==> config.mk <==
export PLATFORM = sky130hd
export DESIGN_NAME = dual_chan_timer
export DESIGN_NICKNAME = d
export VERILOG_FILES = /design/src/rtl/dct_pkg.sv /design/src/rtl/dct_prescaler.sv /design/src/rtl/dct_oneshot.sv /design/src/rtl/dct_freerun.sv /design/src/rtl/dual_chan_timer.sv
export SDC_FILE = /design/constraint.sdc
export NUM_CORES = 1
export LEC_CHECK = 0
export BUFFER_PORTS_ARGS = -buffer_cell sky130_fd_sc_hd__buf_4
export CORE_MARGIN = 5
export CORE_UTILIZATION = 55
export DETAILED_ROUTE_END_ITERATION = 10
export PLACE_DENSITY = 0.79
export SLEW_MARGIN = 20
export SYNTH_ARGS = -nofsm -noshare
export SYNTH_HDL_FRONTEND = slang
export SYNTH_SLANG_ARGS = --single-unit
==> constraint.sdc <==
create_clock -name clk -period 3.6 [get_ports clk]
set_clock_uncertainty 0.1 [all_clocks]
set_input_delay 0.18 -clock clk [delete_from_list [all_inputs] [get_ports clk]]
set_output_delay 0.18 -clock clk [all_outputs]
set_load 0.01 [all_outputs]
==> src/rtl/dct_pkg.sv <==
package dct_pkg;
   localparam int unsigned OFF_CLKCTL  = 'h00;
   localparam int unsigned OFF_CLEAR   = 'h08;
   localparam int unsigned OFF_FLAG    = 'h0C;
   localparam int unsigned OFF_MASK    = 'h10;
   localparam int unsigned OFF_CMP     = 'h14;
   localparam int unsigned OFF_C1CNT   = 'h18;
   localparam int unsigned OFF_C2LO    = 'h20;
   localparam int unsigned OFF_C2HI    = 'h24;
   localparam int unsigned OFF_ENSET   = 'h34;
   localparam int unsigned OFF_ENCLR   = 'h38;

   localparam int unsigned NUM_CH      = 2;
   localparam int unsigned PSEL_W      = 2;

   typedef enum logic [PSEL_W-1:0] {
      PS_DIV1  = 2'd0,
      PS_DIV4  = 2'd1,
      PS_DIV16 = 2'd2,
      PS_ALT16 = 2'd3
   } psel_e;
endpackage

==> src/rtl/dct_prescaler.sv <==
module dct_prescaler
   import dct_pkg::*;
#(
   parameter int MAX_LOG4 = 2
) (
   input  logic              clk,
   input  logic              rst_n,
   input  logic              en,
   input  logic              restart,
   input  logic              tick_in,
   input  logic [PSEL_W-1:0] sel,
   output logic              step
);
   if (MAX_LOG4 < 0 || MAX_LOG4 > 3) begin : g_bad_max
      $error("dct_prescaler: MAX_LOG4 must be 0..3");
   end

   if (MAX_LOG4 == 0) begin : g_bypass
      logic [PSEL_W-1:0] unused_sel;
      logic              unused_rs;
      assign unused_sel = sel;
      assign unused_rs  = restart ^ clk ^ rst_n;
      assign step       = en & tick_in;
   end else begin : g_divide
      localparam int CNT_W = 2 * MAX_LOG4;
      logic [CNT_W-1:0]  phase_q;
      logic [PSEL_W-1:0] eff;
      logic [CNT_W-1:0]  div_m1;

      always_comb begin
         eff    = (sel > PSEL_W'(MAX_LOG4)) ? PSEL_W'(MAX_LOG4) : sel;
         div_m1 = CNT_W'((32'd1 << (2 * eff)) - 32'd1);
      end

      assign step = en & tick_in & (phase_q >= div_m1);

      always_ff @(posedge clk or negedge rst_n) begin
         if (!rst_n) begin
            phase_q <= '0;
         end else if (!en || restart) begin
            phase_q <= '0;
         end else if (tick_in) begin
            phase_q <= step ? '0 : phase_q + CNT_W'(1);
         end
      end

      // after a step the phase restarts, so a divided channel cannot step twice in a row
      assert_no_back_to_back_R2: assert property (@(posedge clk) disable iff (!rst_n)
         (step && eff != '0) |=> (!step || eff == '0))
         else $error("R2: divided prescaler stepped on consecutive cycles");
   end
endmodule

==> src/rtl/dct_oneshot.sv <==
module dct_oneshot #(
   parameter int W = 32
) (
   input  logic         clk,
   input  logic         rst_n,
   input  logic         step,
   input  logic         clr,
   input  logic [W-1:0] cmp,
   input  logic         flag_clr,
   output logic [W-1:0] cnt,
   output logic         flag
);
   if (W < 2) begin : g_bad_w
      $error("dct_oneshot: W must be at least 2");
   end

   logic [W-1:0] nxt;
   logic         at_cmp;
   logic         adv;
   logic         hit;

   always_comb begin
      nxt    = cnt + W'(1);
      at_cmp = (cnt == cmp);
      adv    = step && !clr && !at_cmp;
      hit    = adv && (nxt == cmp);
   end

   always_ff @(posedge clk or negedge rst_n) begin
      if (!rst_n) begin
         cnt <= '0;
      end else if (clr) begin
         cnt <= '0;
      end else if (adv) begin
         cnt <= nxt;
      end
   end

   always_ff @(posedge clk or negedge rst_n) begin
      if (!rst_n) begin
         flag <= 1'b0;
      end else if (hit) begin
         flag <= 1'b1;
      end else if (flag_clr) begin
         flag <= 1'b0;
      end
   end

   assert_park_at_cmp_R5: assert property (@(posedge clk) disable iff (!rst_n)
      (cnt == cmp && !clr) |=> (cnt == $past(cnt)))
      else $error("R5: event counter moved off the compare value");

   assert_flag_on_step_R5: assert property (@(posedge clk) disable iff (!rst_n)
      $rose(flag) |-> (cnt == $past(cnt) + W'(1)))
      else $error("R5: flag rose without a counter step");
endmodule

==> src/rtl/dct_freerun.sv <==
module dct_freerun #(
   parameter int W = 64
) (
   input  logic         clk,
   input  logic         rst_n,
   input  logic         step,
   input  logic         clr,
   output logic [W-1:0] cnt
);
   if (W < 2) begin : g_bad_w
      $error("dct_freerun: W must be at least 2");
   end

   always_ff @(posedge clk or negedge rst_n) begin
      if (!rst_n) begin
         cnt <= '0;
      end else if (clr) begin
         cnt <= '0;
      end else if (step) begin
         cnt <= cnt + W'(1);
      end
   end

   assert_hold_idle_R3: assert property (@(posedge clk) disable iff (!rst_n)
      (!step && !clr) |=> (cnt == $past(cnt)))
      else $error("R3: timebase moved without a step");

   assert_step_wraps_R8: assert property (@(posedge clk) disable iff (!rst_n)
      (step && !clr) |=> (cnt == $past(cnt) + W'(1)))
      else $error("R8: timebase did not advance by one");
endmodule

==> src/rtl/dual_chan_timer.sv <==
module dual_chan_timer
   import dct_pkg::*;
#(
   parameter int ADDR_W   = 8,
   parameter int DATA_W   = 32,
   parameter int CH1_W    = 32,
   parameter int CH2_W    = 64,
   parameter int CH2_LO_W = 32,
   parameter int MAX_LOG4 = 2
) (
   input  logic              clk,
   input  logic              rst_n,
   input  logic              tick_en,
   input  logic [ADDR_W-1:0] bus_addr,
   input  logic              bus_we,
   input  logic              bus_re,
   input  logic [DATA_W-1:0] bus_wdata,
   output logic [DATA_W-1:0] bus_rdata,
   output logic              irq
);
   localparam int HI_W = CH2_W - CH2_LO_W;

   if (DATA_W < 8) begin : g_bad_data
      $error("dual_chan_timer: DATA_W must be at least 8");
   end
   if (CH1_W > DATA_W) begin : g_bad_ch1
      $error("dual_chan_timer: CH1_W wider than the bus");
   end
   if (CH2_LO_W > DATA_W || HI_W < 1 || HI_W > DATA_W) begin : g_bad_ch2
      $error("dual_chan_timer: channel 2 split does not fit the bus");
   end
   if (ADDR_W < 6) begin : g_bad_addr
      $error("dual_chan_timer: ADDR_W too small for the register map");
   end

   // ---------------- register decode ----------------
   logic wr_clkctl, wr_clear, wr_flag, wr_mask, wr_cmp, wr_enset, wr_enclr;
   logic rd_lo;

   always_comb begin
      wr_clkctl = bus_we && (bus_addr == ADDR_W'(OFF_CLKCTL));
      wr_clear  = bus_we && (bus_addr == ADDR_W'(OFF_CLEAR));
      wr_flag   = bus_we && (bus_addr == ADDR_W'(OFF_FLAG));
      wr_mask   = bus_we && (bus_addr == ADDR_W'(OFF_MASK));
      wr_cmp    = bus_we && (bus_addr == ADDR_W'(OFF_CMP));
      wr_enset  = bus_we && (bus_addr == ADDR_W'(OFF_ENSET));
      wr_enclr  = bus_we && (bus_addr == ADDR_W'(OFF_ENCLR));
      rd_lo     = bus_re && (bus_addr == ADDR_W'(OFF_C2LO));
   end

   // ---------------- control state ----------------
   logic [NUM_CH*PSEL_W-1:0] psel_q;
   logic [NUM_CH-1:0]        en_q;
   logic                     mask_q;
   logic [CH1_W-1:0]         cmp_q;
   logic [HI_W-1:0]          hibuf_q;
   logic [NUM_CH-1:0]        clr_pulse;
   logic                     flag_clr;

   assign clr_pulse = wr_clear ? bus_wdata[NUM_CH-1:0] : '0;
   assign flag_clr  = wr_flag && !bus_wdata[0];

   always_ff @(posedge clk or negedge rst_n) begin
      if (!rst_n) begin
         psel_q <= '0;
         en_q   <= '0;
         mask_q <= 1'b1;
         cmp_q  <= '0;
      end else begin
         if (wr_clkctl) psel_q <= bus_wdata[NUM_CH*PSEL_W-1:0];
         if (wr_enset)  en_q   <= en_q | bus_wdata[NUM_CH-1:0];
         if (wr_enclr)  en_q   <= en_q & ~bus_wdata[NUM_CH-1:0];
         if (wr_mask)   mask_q <= bus_wdata[0];
         if (wr_cmp)    cmp_q  <= bus_wdata[CH1_W-1:0];
      end
   end

   logic unused_wdata_bits;
   assign unused_wdata_bits = ^bus_wdata[DATA_W-1:NUM_CH*PSEL_W];

   // ---------------- prescalers, one per channel ----------------
   logic [NUM_CH-1:0] step;

   for (genvar c = 0; c < NUM_CH; c++) begin : g_psc
      dct_prescaler #(.MAX_LOG4(MAX_LOG4)) psc_i (
         .clk     (clk),
         .rst_n   (rst_n),
         .en      (en_q[c]),
         .restart (clr_pulse[c]),
         .tick_in (tick_en),
         .sel     (psel_q[c*PSEL_W +: PSEL_W]),
         .step    (step[c])
      );
   end

   // ---------------- channels ----------------
   logic [CH1_W-1:0] c1_cnt;
   logic             flag;
   logic [CH2_W-1:0] c2_cnt;

   dct_oneshot #(.W(CH1_W)) ev_i (
      .clk      (clk),
      .rst_n    (rst_n),
      .step     (step[0]),
      .clr      (clr_pulse[0]),
      .cmp      (cmp_q),
      .flag_clr (flag_clr),
      .cnt      (c1_cnt),
      .flag     (flag)
   );

   dct_freerun #(.W(CH2_W)) tb_i (
      .clk   (clk),
      .rst_n (rst_n),
      .step  (step[1]),
      .clr   (clr_pulse[1]),
      .cnt   (c2_cnt)
   );

   always_ff @(posedge clk or negedge rst_n) begin
      if (!rst_n) begin
         hibuf_q <= '0;
      end else if (rd_lo) begin
         hibuf_q <= c2_cnt[CH2_W-1:CH2_LO_W];
      end
   end

   assign irq = flag & ~mask_q;

   // ---------------- read mux ----------------
   always_comb begin
      bus_rdata = '0;
      unique case (bus_addr)
         ADDR_W'(OFF_CLKCTL): bus_rdata = DATA_W'(psel_q);
         ADDR_W'(OFF_FLAG):   bus_rdata = DATA_W'(flag);
         ADDR_W'(OFF_MASK):   bus_rdata = DATA_W'(mask_q);
         ADDR_W'(OFF_CMP):    bus_rdata = DATA_W'(cmp_q);
         ADDR_W'(OFF_C1CNT):  bus_rdata = DATA_W'(c1_cnt);
         ADDR_W'(OFF_C2LO):   bus_rdata = DATA_W'(c2_cnt[CH2_LO_W-1:0]);
         ADDR_W'(OFF_C2HI):   bus_rdata = DATA_W'(hibuf_q);
         ADDR_W'(OFF_ENSET):  bus_rdata = DATA_W'(en_q);
         default:             bus_rdata = '0;
      endcase
   end

   assert_hibuf_only_on_read_R9: assert property (@(posedge clk) disable iff (!rst_n)
      !rd_lo |=> $stable(hibuf_q))
      else $error("R9: high buffer changed without a low-word read");

   assert_flag_falls_by_write_R6: assert property (@(posedge clk) disable iff (!rst_n)
      $fell(flag) |-> $past(flag_clr))
      else $error("R6: flag cleared without a software write of 0");

   assert_irq_needs_unmask_R7: assert property (@(posedge clk) disable iff (!rst_n)
      (wr_mask && bus_wdata[0]) |=> !irq)
      else $error("R7: interrupt asserted while masked");
endmodule

Yosys cells after proc, flatten, opt, wreduce, memory -nomap -nowiden
Cells that the tools add are included.

operators by class
  add/sub/neg operators = 6
  $mul = 0
  divide/modulo/power cells = 0
  $lt $le $gt $ge = 4
  eq/ne operators = 11
  shift-type cells = 2
  mux-type cells = 18
  bitwise operators = 9
  reductions and logical operators = 26

operator list
  operator                                               number
  case mux 32 bit (8 select lines)                       1
  2-to-1 mux 64 bit                                      2
  adder 64 x 1 -> 64 bit (second input constant)         1
  == test 32 bit                                         2
  2-to-1 mux 32 bit                                      2
  adder 32 x 1 -> 32 bit (second input constant)         1
  == test 8 x 6 -> 1 bit (second input constant)         4
  == test 8 x 5 -> 1 bit (second input constant)         3
  2-to-1 mux 4 bit                                       6
  == test 8 x 4 -> 1 bit (second input constant)         2
  logical AND 1 bit                                      12
  nonzero test 2 bit                                     6
  2-to-1 mux 2 bit                                       5
  adder 4 x 1 -> 4 bit (second input constant)           2
  >= comparator 4 bit                                    2
  zero test 8 bit                                        1
  << shifter 1 x 3 -> 4 bit (first input constant)       2
  subtractor 4 x 1 -> 4 bit (second input constant)      2
  bitwise AND 1 bit                                      5
  zero test 1 bit                                        5
  greater-than comparator 2 bit (second input constant)  2
  bitwise AND 2 bit                                      1
  logical OR 1 bit                                       2
  2-to-1 mux 1 bit                                       2
  other kinds (3)                                        3

word-level totals
  register bits after elaboration = 176
  bits in latches = 0
  memory bits (writable) = 0
  ROM bits = 0
  output and inout port bits = 33
  logic and storage cells = 86
  memories = 0

Depth between registers and ports, before layout
Gate-level depths: netlist of run 1.

  depth in word-level cells = 10
  depth in mapped cells = 12
  depth with buffers taken out = 9

By module
Synthesis of run 1 repeated with hierarchy kept, for this count alone.

unflattened totals
  cells, all modules = 1116
  area, all modules = 10938.0 sq um

by module, submodules not included
  module           instances  cells an instance  area each (sq um)  seq. area each (sq um)
  dual_chan_timer  1          302                3792.4             1778.0
  dct_freerun      1          379                3475.8             1601.5
  dct_oneshot      1          351                2924.1             825.8
  dct_prescaler    2          42                 372.9              100.1

Worst setup path before layout of run 1
Ideal clock, no wire load.

  kind = register to register
  start point = register psel_q[3]
  end point = register tb_i.cnt[27]
  setup time = 0.132 ns
  data arrival time = 2.633 ns
  path slack = 0.735 ns
  stages on the path, launching flop included = 12
  path buffers = 3
  clock period less this slack = 2.865 ns
  path through = dfrtp_1 or2_2 ha_1 ha_1 a21o_1 a21o_1 clkbuf_1 buf_1 clkbuf_1 nand4_1 xor2_1 nor2_1

between the ends
  longest elaborated chain between the ends = 7

RTL lines
  what                              line                   text
  from (decl)                       dual_chan_timer.sv:52  logic [NUM_CH*PSEL_W-1:0] psel_q;
  from (signal assigned)            dual_chan_timer.sv:70  if (wr_clkctl) psel_q <= bus_wdata[NUM_CH*PSEL_W-1:0];
  greater-than comparator 2 bit     dct_prescaler.sv:31    eff = (sel > PSEL_W'(MAX_LOG4)) ? PSEL_W'(MAX_LOG4) : sel;
  2-to-1 mux 2 bit (*)              dct_prescaler.sv:31
  << shifter 1 x 3 -> 4 bit (*)     dct_prescaler.sv:32    div_m1 = CNT_W'((32'd1 << (2 * eff)) - 32'd1);
  subtractor 4 x 1 -> 4 bit (*)     dct_prescaler.sv:32
  >= comparator 4 bit (*)           dct_prescaler.sv:35    assign step = en & tick_in & (phase_q >= div_m1);
  bitwise AND 1 bit (*)             dct_prescaler.sv:35
  nonzero test 2 bit (no line) (*)  n/a
  to (signal assigned)              dct_freerun.sv:20      cnt <= cnt + W'(1);
  to (decl)                         dct_freerun.sv:8       output logic [W-1:0] cnt

Mark *: on every way between the ends. The rest lies on a longest branch, timed or not.
A chain may end at the register's enable or synchronous reset.

Worst setup path after layout of run 1
  start point = register psel_q[3]
  end point = register tb_i.cnt[57]

Same word-level chain as after synthesis.

==> results of run 1 <==
-- synthesized netlist by cell type, types with 3 or more instances --
| master | number |
|---|---|
| or2_2 | 3 |
| nand4_1 | 51 |
| and3_1 | 19 |
| xnor2_1 | 40 |
| nand2_1 | 71 |
| ha_1 | 14 |
| mux2_2 | 64 |
| clkbuf_1 | 48 |
| nand4b_1 | 4 |
| or3_1 | 39 |
| a221o_1 | 16 |
| nand2b_1 | 5 |
| and4_1 | 18 |
| a31oi_1 | 8 |
| and2_1 | 8 |
| mux2i_1 | 5 |
| buf_1 | 8 |
| a22oi_1 | 33 |
| nor2b_1 | 4 |
| nor3b_1 | 3 |
| a21oi_1 | 72 |
| or4_1 | 26 |
| a21o_1 | 4 |
| nor3_1 | 7 |
| o21ai_0 | 50 |
| o31ai_1 | 20 |
| nor4_2 | 3 |
| a22o_1 | 18 |
| inv_1 | 30 |
| nor4b_1 | 4 |
| xor2_1 | 49 |
| buf_2 | 13 |
| nand3_1 | 47 |
| a211oi_1 | 4 |
| nor2_1 | 73 |
| nor4_1 | 7 |
| nand3b_1 | 3 |
| dfrtp_1 | 175 |
-- cell families (layout without fill, tap and decap cells) --
family,after synthesis,count (layout),share of synthesized area (%)
AND/OR/NAND/NOR,404,404,22.0
AO/OA/AOI/OAI,242,242,15.2
flip-flops,176,176,42.3
buffers and inverters,101,203,3.90
XOR/XNOR,89,89,7.48
multiplexers,69,69,7.40
adder cells (fa/ha/maj),14,14,1.68
other,0,1,0
-- power groups by stage --
| stage | Clock, mW | Sequential [mW] | Combinational, mW |
|---|---|---|---|
| 2_1_floorplan | 0 | 2.09 | 0.236 |
| 3_3_place_gp | 0 | 2.12 | 0.384 |
| 3_5_place_dp | 0 | 2.12 | 0.396 |
| 4_1_cts | 2.00 | 2.08 | 0.430 |
| 5_1_grt | 2.10 | 2.09 | 0.479 |
| 6_report | 1.99 | 2.09 | 0.440 |
-- worst max-delay path: stages, from the launching register on --
cell	delay, ns
dfrtp_1	0.41
or2_2	0.34
ha_1	0.29
ha_1	0.27
a21o_1	0.10
a21o_1	0.49
nand3_1	0.47
or4_1	0.59
a21oi_1	0.15
-- layout make-up --
type	count	area [sq um]
fill	1466	6490
multi-input combinational	818	5620
sequential	176	4410
timing repair buffer	141	1150
clock buffer	17	425
tap	234	293
clock inverter	15	203
inverter	30	113
antenna	1	2.50
-- flip-flops by register name (all words and copies together) (netlist names), named ones only --
name	flops
cmp_q	32
tb_i.cnt	64
g_psc.psc_i.g_divide.phase_q	8
ev_i.cnt	32
hibuf_q	32
ev_i.flag	1
psel_q	4
mask_q	1
-- metal layers --
layer	vias to the layer above	share of wire, %
li1	4262	-
met1	4660	40
met2	469	46
met3	114	8.5
met4	0	4.7
met5	-	0
-- what timing repair did --
| item | 4_1_cts | 5_1_grt |
|---|---|---|
| resized for setup | 0 | 0 |
| hold endpoints to repair | 132 | 0 |
| hold buffers | 36 | 0 |
-- worst paths after layout --
check / startpoint / end / slack (ns)
min in group asynchronous: rst_n / g_psc[0].psc_i.g_divide.phase_q[2]$_DFFE_PN0P_ / 0.26
min reg2reg: mask_q$_DFFE_PN1P_ / mask_q$_DFFE_PN1P_ / 0.40
max: psel_q[3]$_DFFE_PN0P_ / tb_i.cnt[57]$_DFFE_PN0P_ / 0.32
min: tick_en / g_psc[1].psc_i.g_divide.phase_q[1]$_DFFE_PN0P_ / 0.11
max reg2reg: psel_q[3]$_DFFE_PN0P_ / tb_i.cnt[57]$_DFFE_PN0P_ / 0.32
max in group asynchronous: rst_n / ev_i.cnt[24]$_DFFE_PN0P_ / 2.02
==> results_dict.tcl, run 1 <==
set metrics [dict create \
    placed_cells 1363 \
    wl_um 30700 \
    via_count 9505 \
    synth_top_area_share_pct 42.0 \
    seq_area_frac_synth_pct 42.3 \
    firstDrtPassIters 7 \
    slew_headroom_pct 37.5 \
    final_common_cell "dfrtp_1" \
    vias_per_cell 6.64 \
    seqPwrFrac_pct 46.2 \
    die_x_um 148 \
    hpwl_um 21400 \
    top_usage_layer "met2" \
    ys_warn_count 0 \
    path_class "reg -> reg" \
    io_pins 78 \
    drv_cap 0 \
    grt_pass1_wl_um 49300 \
    synth_flop_cell "dfrtp_1" \
    fin_hold_ws_ns 0.113 \
    rsz0062_at_grt "false" \
    fin_area_sq_um 12200 \
    layout_min_cycle_time_ns 3.28 \
    power_frac_clock_pct 44.1 \
    synth.avg_cell_area_sq_um 9.51 \
    synth-seq-cells 176 \
    antenna_left 0 \
    area_delta_synth_final_pct 17.2 \
    max_freq_mhz 305 \
    power.density_nw_per_um2 370 \
    hold_depth 3 \
    die_area_sq_um 21800 \
    num_rows 50 \
    die_y_um 148 \
    synthTopCellsByArea "dfrtp_1 (42%), mux2_2 (6.9%), xor2_1 (4.1%), a21oi_1 (3.5%), xnor2_1 (3.4%)" \
    irDropWorstVdd_v 0.000346 \
    clk_pin_slew_ns 0.07 \
    timing.final.crit_share_pct 91.2 \
    yosys.area.top_type "dfrtp_1" \
    cts_setup_buffers 0 \
    insertion_delay_ns 0.45 \
    core_sq_um 18700 \
    drive_above_1_share_pct 18.7 \
    synth_edf_count 0 \
    drtIter0Drc 1007 \
    ys_types 60 \
    timing.final.ws_setup_ns 0.318 \
    grt_pass1_vias 8915 \
    layout_common_cells "dfrtp_1 (175), buf_4 (104), nand2_1 (71), a21oi_1 (71), nor2_1 (70)" \
    tns_ns 0 \
    tightest_slew_ns 0.937 \
    cts_buffers 17 \
    final-instance-count-excl-fill 1432 \
    path_max_fanout 14 \
    setup_viol 0 \
    syn_nets 1154 \
    leakagePower_nw 5.42 \
    io_buffers 77 \
    power_frac_comb_pct 9.7 \
    fin_nets 1243 \
    cts_tree "yes" \
    worstSetupEndpointType "flop" \
    synthArstFlopShare_pct 100 \
    status "finished, final reports clean" \
    overflow 0 \
    gp_congestion 0.980 \
    internal_power_mw 3.32 \
    utilization_pct 65.3 \
    pre_cts_slack_ns 0.351 \
    power.switching_mw 1.20 \
    drv_slew 0 \
    crit_path_start_kind "flop" \
    switching_share_pct 26.5 \
    wl_per_cell_um 21.4 \
    cts-root-buf "clkbuf_16" \
    worstPathArrival_ns 3.56 \
    htreeDepth 4 \
    syn_area_sq_um 10400 \
    required_ns 3.88 \
    grt_util_met1_pct 38.4 \
    postPlaceCellArea_sq_um 11200 \
    clock_sinks 176 \
    grtUsageMet2_pct 44.1 \
    met3_usage_pct 5.58 \
    initial_core_util_pct 55.7 \
    synth_cells 1095 \
    rr_worst_depth 8 \
    min_path_type "in -> reg" \
    grt_start_max_net_pins 98 \
    track_usage_pct 28.4 \
    drc 0 \
    cts_buffer_depth 2 \
    total_power_mw 4.52 \
    antenna_found_initial 1 \
    hold_viol 0 \
]
Power figures use the tool's default switching activity.
==> run 2: changes to the inputs <==
Settings changed: CORE_MARGIN 5 to 1.
==> run 2 against run 1 <==
Routed wire length about the same. Critical path depth unchanged. Final cell count down 0.21%. Fmax up 4.7%. Core utilization up 1.7 points. Sequential share of layout area down 0.063 points. Die area down 11%. Total power down 2.6%. Clock-buffer cell count up 2. Non-clock buffer count up 2. Register-to-register slack better by 0.15 ns. Critical path type unchanged. Highest routed layer unchanged.
==> results_dict.tcl, run 2 (same netlist as run 1, synthesis figures left out) <==
set metrics [dict create \
    status "finished, final reports clean" \
    clk_pin_slew_ns 0.07 \
    placed_cells 1359 \
    cts_setup_buffers 0 \
    largest-register "tb_i.cnt" \
    grt_pass1_wl_um 49700 \
    min_path_type "in -> async" \
    max_freq_mhz 319 \
    total_power_mw 4.41 \
    fin_nets 1245 \
    tightest_slew_ns 0.784 \
    via_count 9487 \
    multi_input_area_sq_um 5620 \
    utilization_pct 67.0 \
    drv_cap 0 \
    grt_pass1_vias 9072 \
    power.density_nw_per_um2 360 \
    rrSetupSlack_ns 0.46 \
    worstSetupEndpointType "flop" \
    layout_min_cycle_time_ns 3.14 \
    track_usage_pct 32.9 \
    io_pins 78 \
    antenna_left 0 \
    leakagePower_nw 5.44 \
    cts_buffers 17 \
    area_delta_synth_final_pct 17.5 \
    grt_start_max_net_pins 108 \
    drc 0 \
    path_max_fanout 14 \
    cp_slowest_cell "or4_1" \
    final-instance-count-excl-fill 1429 \
    drv_slew 0 \
    antenna_found_initial 1 \
    io_buffers 77 \
    cts_tree "yes" \
    overflow 0 \
    hold_viol 0 \
    cp_cell_sequence "or2_2 > ha_1 > ha_1 > a21o_1 > a21o_1 > nand3_1 > or4_1 > a21oi_1" \
    num_rows 49 \
    die_y_um 140 \
    cts_buffer_depth 2 \
    path_class "reg -> reg" \
    largest_reg_flops 64 \
    setup_viol 0 \
    required_ns 3.88 \
    irDropWorstVdd_v 0.000299 \
    drive_above_1_share_pct 18.8 \
    die_x_um 140 \
    htreeDepth 4 \
    wl_per_cell_um 21.4 \
    rsz0062_at_grt "false" \
    firstDrtPassIters 6 \
    die_area_sq_um 19500 \
    slew_headroom_pct 47.3 \
    worstPathArrival_ns 3.41 \
    gp_congestion 0.957 \
    drtIter0Drc 990 \
    slowest_delay_ns 0.59 \
    seqCellArea_sq_um 4410 \
    initial_core_util_pct 57.0 \
    cts-root-buf "clkbuf_16" \
    final_common_cell "dfrtp_1" \
    wl_um 30600 \
    fill_cells 1387 \
    ctsResizeCount 0 \
    insertion_delay_ns 0.44 \
    timing.final.crit_share_pct 87.1 \
    tns_ns 0 \
    clock_sinks 176 \
    hpwl_um 21500 \
    core_sq_um 18300 \
    vias_per_cell 6.64 \
    fin_hold_ws_ns 0.0725 \
    crit_path_start_kind "flop" \
    layout_common_cells "dfrtp_1 (175), buf_4 (103), nand2_1 (71), a21oi_1 (71), nor2_1 (70)" \
]
[run 2: cell count changes in the layout (fill, tap and decap cells not counted), sizes merged]
cell	change
clkinvlp	-2
bufinv	-2
clkbuf	+2
buf	+2
clkinv	+1
inv	+1
[run 2: critical path: cells and delay by family (launching register included)]
family	cells	cell delay, ns
AOI/OAI and AO/OA	3	0.61
adders and majority gates	2	0.57
DFF	1	0.41
and+or+nand+nor	3	1.38
[run 2: where the power goes]
group / internal (mW) / switching [mW]
Combinational: 0.195 / 0.250
Sequential: 2.02 / 0.0702
Clock: 1.02 / 0.857
[run 2: path summary, 6_finish.rpt]
check                      depth (start not counted)                                        endpoint                     from
max                                                8                        tb_i.cnt[57]$_DFFE_PN0P_    psel_q[3]$_DFFE_PN0P_
min                                                2                                       async pin                    rst_n
max reg2reg                                        8                        tb_i.cnt[57]$_DFFE_PN0P_    psel_q[3]$_DFFE_PN0P_
min reg2reg                                        2                         hibuf_q[21]$_DFFE_PN0P_  hibuf_q[21]$_DFFE_PN0P_
max in group asynchronous                          4                        tb_i.cnt[61]$_DFFE_PN0P_                    rst_n
min in group clk                                   3  g_psc[1].psc_i.g_divide.phase_q[1]$_DFFE_PN0P_                  tick_en
[run 2: per-layer routing]
metal / routed length [um] / global-route usage [%] / share of wire [%] / up-vias
li1: - / - / - / 4262
met1: 12600 / 44.5 / 41 / 4681
met2: 14400 / 51.5 / 47 / 461
met3: 2630 / 7.05 / 8.6 / 83
met4: 1040 / 13.3 / 3.4 / 0
met5: 0 / 0 / 0 / -
[run 2: final cells by class]
type                    instances  area share (%)
multi-input cells             818            45.9
flip-flops and latches        176            36.0
repair buffers                143            9.91
clock buffers                  19            3.70
well taps                     229            2.34
clock inverters                13            1.17
inverters                      30           0.920
diodes                          1          0.0205
[run 2: per-stage QoR]
| stage | instance area [sq um] | setup WS [ns] |
|---|---|---|
| after global placement | 11200 | 0.556 |
| after floorplan | 10400 | 0.735 |
| after CTS | 12200 | 0.448 |
| final | 12200 | 0.465 |
| after detailed placement | 11200 | 0.456 |
| after global routing | 12200 | 0.269 |
[run 2: what timing repair did]
| item | 4_1_cts | 5_1_grt |
|---|---|---|
| setup endpoints to repair | 0 | 0 |
| hold buffers | 36 | 0 |
| endpoints found under the hold margin | 141 | 0 |
